`src/rtl/prg_map_pkg.sv`:
```
package prg_map_pkg;

    localparam int CPU_AW    = 16;
    localparam int CPU_DW    = 8;
    localparam int WIN_AW    = 14;
    localparam int RAM_AW    = 13;
    localparam int CHR_IDX_W = 2;

    typedef enum logic [1:0] {
        WIN_NONE,
        WIN_RAM,
        WIN_SWAP,
        WIN_FIXED
    } window_e;

    typedef enum logic [2:0] {
        TGT_NONE,
        TGT_PRG,
        TGT_CHR0,
        TGT_CHR1,
        TGT_CHR2,
        TGT_CHR3,
        TGT_MIRR
    } target_e;

    typedef struct packed {
        window_e window;
        target_e target;
    } decode_t;

    function automatic window_e window_of(input logic [CPU_AW-1:0] a);
        if (a[15])
            return a[14] ? WIN_FIXED : WIN_SWAP;
        else if (a[14:13] == 2'b11)
            return WIN_RAM;
        else
            return WIN_NONE;
    endfunction

    function automatic target_e target_of(input logic [CPU_AW-1:0] a);
        case (a[15:12])
            4'hA:    return TGT_PRG;
            4'hB:    return TGT_CHR0;
            4'hC:    return TGT_CHR1;
            4'hD:    return TGT_CHR2;
            4'hE:    return TGT_CHR3;
            4'hF:    return TGT_MIRR;
            default: return TGT_NONE;
        endcase
    endfunction

endpackage

```
`src/rtl/prg_addr_decode.sv`:
```
module prg_addr_decode
    import prg_map_pkg::*;
(
    input  logic [CPU_AW-1:0]    addr,
    input  logic                 valid,
    input  logic                 we,
    output decode_t              dec,
    output logic                 wr_cycle,
    output logic                 rom_ce,
    output logic                 ram_ce,
    output logic                 chr_stb,
    output logic [CHR_IDX_W-1:0] chr_idx
);
    localparam int NUM_CHR = 1 << CHR_IDX_W;

    logic [NUM_CHR-1:0] chr_hit;

    always_comb begin
        dec.window = window_of(addr);
        dec.target = target_of(addr);
    end

    assign wr_cycle = valid & we;
    assign rom_ce   = valid & ((dec.window == WIN_SWAP) | (dec.window == WIN_FIXED));
    assign ram_ce   = valid & (dec.window == WIN_RAM);

    for (genvar g = 0; g < NUM_CHR; g++) begin : g_chr
        assign chr_hit[g] = wr_cycle &
            (dec.target == target_e'(int'(TGT_CHR0) + g));
    end

    assign chr_stb = |chr_hit;

    always_comb begin
        chr_idx = '0;
        for (int i = 0; i < NUM_CHR; i++)
            if (chr_hit[i]) chr_idx = CHR_IDX_W'(i);
    end
endmodule

```
`src/rtl/prg_ctrl_regs.sv`:
```
module prg_ctrl_regs
    import prg_map_pkg::*;
#(
    parameter int BANK_W = 4
) (
    input  logic              clk,
    input  logic              rst,
    input  logic              wr_cycle,
    input  target_e           target,
    input  logic [CPU_DW-1:0] data,
    output logic [BANK_W-1:0] bank_q,
    output logic              mirror_q
);
    always_ff @(posedge clk) begin
        if (rst) begin
            bank_q   <= '0;
            mirror_q <= 1'b0;
        end else if (wr_cycle) begin
            if (target == TGT_PRG)  bank_q   <= data[BANK_W-1:0];
            if (target == TGT_MIRR) mirror_q <= data[0];
        end
    end
endmodule

```
`src/rtl/prg_rom_addr_gen.sv`:
```
module prg_rom_addr_gen
    import prg_map_pkg::*;
#(
    parameter int BANK_W = 4,
    localparam int ROM_AW = BANK_W + WIN_AW
) (
    input  window_e           window,
    input  logic [BANK_W-1:0] bank,
    input  logic [CPU_AW-1:0] addr,
    output logic [ROM_AW-1:0] rom_addr
);
    localparam logic [BANK_W-1:0] LAST_BANK = '1;

    logic [BANK_W-1:0] sel_bank;

    always_comb begin
        sel_bank = (window == WIN_FIXED) ? LAST_BANK : bank;
        rom_addr = {sel_bank, addr[WIN_AW-1:0]};
    end
endmodule

```
`src/rtl/prg_bank_mapper.sv`:
```
module prg_bank_mapper
    import prg_map_pkg::*;
#(
    parameter int BANK_W = 4,
    localparam int ROM_AW = BANK_W + WIN_AW
) (
    input  logic                 clk,
    input  logic                 rst,
    input  logic [CPU_AW-1:0]    cpu_addr,
    input  logic [CPU_DW-1:0]    cpu_data,
    input  logic                 cpu_we,
    input  logic                 cpu_valid,
    output logic [ROM_AW-1:0]    prg_rom_addr,
    output logic                 rom_ce,
    output logic                 ram_ce,
    output logic [RAM_AW-1:0]    ram_addr,
    output logic                 mirror_horiz,
    output logic                 chr_wr_stb,
    output logic [CHR_IDX_W-1:0] chr_wr_idx
);
    decode_t           dec;
    logic              wr_cycle;
    logic [BANK_W-1:0] bank_q;

    prg_addr_decode u_dec (
        .addr     (cpu_addr),
        .valid    (cpu_valid),
        .we       (cpu_we),
        .dec      (dec),
        .wr_cycle (wr_cycle),
        .rom_ce   (rom_ce),
        .ram_ce   (ram_ce),
        .chr_stb  (chr_wr_stb),
        .chr_idx  (chr_wr_idx)
    );

    prg_ctrl_regs #(.BANK_W(BANK_W)) u_regs (
        .clk      (clk),
        .rst      (rst),
        .wr_cycle (wr_cycle),
        .target   (dec.target),
        .data     (cpu_data),
        .bank_q   (bank_q),
        .mirror_q (mirror_horiz)
    );

    prg_rom_addr_gen #(.BANK_W(BANK_W)) u_addr (
        .window   (dec.window),
        .bank     (bank_q),
        .addr     (cpu_addr),
        .rom_addr (prg_rom_addr)
    );

    assign ram_addr = cpu_addr[RAM_AW-1:0];
endmodule

```
`config.mk`:
```
export PLATFORM = sky130hd
export DESIGN_NAME = prg_bank_mapper
export DESIGN_NICKNAME = d
export VERILOG_FILES = /design/src/rtl/prg_map_pkg.sv /design/src/rtl/prg_addr_decode.sv /design/src/rtl/prg_ctrl_regs.sv /design/src/rtl/prg_rom_addr_gen.sv /design/src/rtl/prg_bank_mapper.sv
export SDC_FILE = /design/constraint.sdc
export NUM_CORES = 1
export LEC_CHECK = 0
export BUFFER_PORTS_ARGS = -buffer_cell sky130_fd_sc_hd__clkbuf_2
export CORE_UTILIZATION = 28
export CTS_CLUSTER_SIZE = 24
export DETAILED_ROUTE_END_ITERATION = 7
export GPL_ROUTABILITY_DRIVEN = 0
export HOLD_SLACK_MARGIN = 0.05
export PLACE_DENSITY_LB_ADDON = 0.3
export SYNTH_ARGS = -nofsm -noshare
export SYNTH_HDL_FRONTEND = slang
export SYNTH_SLANG_ARGS = --single-unit
```
`constraint.sdc`:
```
create_clock -name clk -period 0.8 [get_ports clk]
set_input_delay 0.12 -clock clk [delete_from_list [all_inputs] [get_ports clk]]
set_output_delay 0.12 -clock clk [all_outputs]
set_load 0.05 [all_outputs]
```
==> out/qor.txt <==
Worst Path Arrival - 0.85 ns
Post-route worst setup slack - -0.1717 ns
Clock transition at the registers of the reported paths - 0.05 ns
Worst path required time - 0.68 ns
CTS Root Cell - clkbuf_4
Hold Slack - 0.1172 ns
Main flop type after synthesis - dfxtp_1
Starting Density - 30.47%
Layout cells sized above 1 - 74.29%
Die Height - 45.58 um
Die Wd - 45.58 um
Dpl ws - -0.2264 ns
Core Region - 1745 um^2
Post-Syn Nets - 91
Dpl hpwl - 710 um
Max cap viols - 0
CTS tree - yes
Leak - 0.3214 nW
First-pass GRT wire length - 1628 um
# setup viols final - 10
Pre-antenna DRT Iters - 2
Slowest-stage cell, CP - dfxtp_2
Final ANT Viol Nets - 0
CTS sink cnt - 5
RSZ-0062 raised after global routing - true
Number of I/O pins - 65
Fin. max-slew vios - 0
Layout area overhead - 44.24%
CTS Buffer Depth - 2
Worst path max stage delay - 0.31 ns
Asr flop ratio synth - 0%
Num rows - 15
Vias in the first global route - 397
Status - finished, violations left
Initial antenna violation count - 0
PD cells - 1126 nW/um^2
Startpoint Class - flop
Final min period - 0.9717 ns
# diodes - 0
Commonest cells in the netlist - 27 x buf_4, 12 x nand2b_1, 5 x dfxtp_1
Ys Warns - 0
Vias per inst - 3.895
Seq cells post-synth - 5
CTS H-tree depth - 1
WS Path Type - reg -> out
Num CTS Buffers - 3
IO buf count - 24
Synth area leader - buf_4
Share of the synthesized area in the top cell type - 38.12%
Worst Hold Class - in -> reg
Critical Path Fanout Max - 2
Synth Instances - 63
Hold Crit Start - cpu_data[3]
Fin crit share - 121.5%
Routed len/inst - 10.56 um
Most common cell in the synthesized netlist - buf_4
Core Util, Final - 43.94%
Top cells by area, synth - buf_4 38%, dfxtp_1 19%, nand2b_1 14%, mux2i_1 7.5%, nor4b_4 4.5%
CP startpoint - u_regs.bank_q[1]
Reg2reg start - u_regs.mirror_q
Post-Syn Area - 531.8 um^2
Filler cell count - 176
Largest net degree at the start of global routing - 10
DR vias - 370
Drt drc - 0
CP Capture Type - output pin
Die area - 2078 um^2
Synth cell types - 16
Failing checks - setup timing
Nets - 99
Setup TNS - -1.079 ns
Syn avg cell area - 8.441 um^2
Maximum vdd drop - 0.001007 V
Crit-path cells - nand2b_4 > clkbuf_16
Slew @ Worst Pin - 0.2738 ns
Worst Skew - 0 ns
DRT Wirelength - 1003 um
Area of the multi-input gates - 291.5 um^2
DR iter-0 viols - 4
Register area - 108.9 um^2
Post-synth EDFFs - 0
GRT overflow - 0
Hold Fails Final Rpt - 0
Seq/Total Area, Yosys - 18.82%
Gr usage total - 11.17%
Fmax - 1029 MHz
Clk Latency, worst-skew pair - 0.24 ns
Max-slew headroom - 81.83%
[cells in the final DEF (no fill, tap or decap), types with 2 or more instances in the layout]
master / n
clkbuf_16: 2
clkbuf_4: 4
clkbuf_2: 11
nand2_2: 2
nand2b_1: 8
clkbuf_8: 3
mux2i_1: 4
buf_8: 6
nor2_2: 2
nand2b_4: 4
dfxtp_2: 4
buf_4: 6
[metal layers]
metal | GRT usage (%) | vias to the layer above | wire (um)
met5 | 0 | - | 0
met4 | 3.030 | 0 | 0
met3 | 5.952 | 0 | 99
met2 | 19.71 | 17 | 506
met1 | 11.30 | 164 | 397
li1 | - | 189 | -
[path summary, 6_finish.rpt]
| kind | slack (ns) | cells past startpoint | end |
|---|---|---|---|
| max reg2reg | 0.07 | 3 | u_regs.mirror_q |
| min reg2reg | 0.47 | 2 | u_regs.bank_q[3] |
| min | 0.12 | 3 | u_regs.bank_q[3] |
| max | -0.17 | 2 | prg_rom_addr[15] |
[final cells by class]
class | count | share of cell area, %
clock buffer | 4 | 3.426
multi-input combinational | 31 | 38.01
sequential | 5 | 14.19
tap | 25 | 4.078
timing repair buffer | 30 | 40.29
[per-stage QoR]
step / instance area [um^2] / power [W] / cells
floorplan: 560.5 / 0.0007422 / 63
global placement: 561.8 / 0.0005056 / 90
detailed placement: 561.8 / 0.0005054 / 90
CTS: 758.2 / 0.0008707 / 95
global route: 767.0 / 0.0009127 / 95
finish: 767.0 / 0.0008636 / 95
[worst max-delay path, delay by kind of cell (launching register included)]
kind / cells / cell delay, ns
buffers and inverters: 1 / 0.17
flip-flops: 1 / 0.31
AND/OR/NAND/NOR: 1 / 0.14
[state kept, by name (all words and copies together) (netlist names)]
| register | flops |
|---|---|
| u_regs.bank_q | 4 |
| u_regs.mirror_q | 1 |
[where the power goes]
group          internal, W  switching [W]  total, W
clock network     0.000188      0.0000997  0.000288
logic             0.000141       0.000184  0.000326
registers         0.000249     0.00000106  0.000250
total             0.000579       0.000285  0.000864
[logic make-up after synthesis]
| group | synth area share [%] |
|---|---|
| AO/OA/AOI/OAI | 2.353 |
| XOR/XNOR | 3.295 |
| buffers and inverters | 38.12 |
| flip-flops | 18.82 |
| multiplexers | 7.530 |
| AND/OR/NAND/NOR | 29.88 |
[repair_timing]
item,CTS,global route
setup buffers,1,0
setup endpoints to repair,9,14
endpoints found under the hold margin,0,0
hold buffers,0,0
pin swaps,3,0
gates resized for setup,36,7
(Power assumes the default switching activity.)
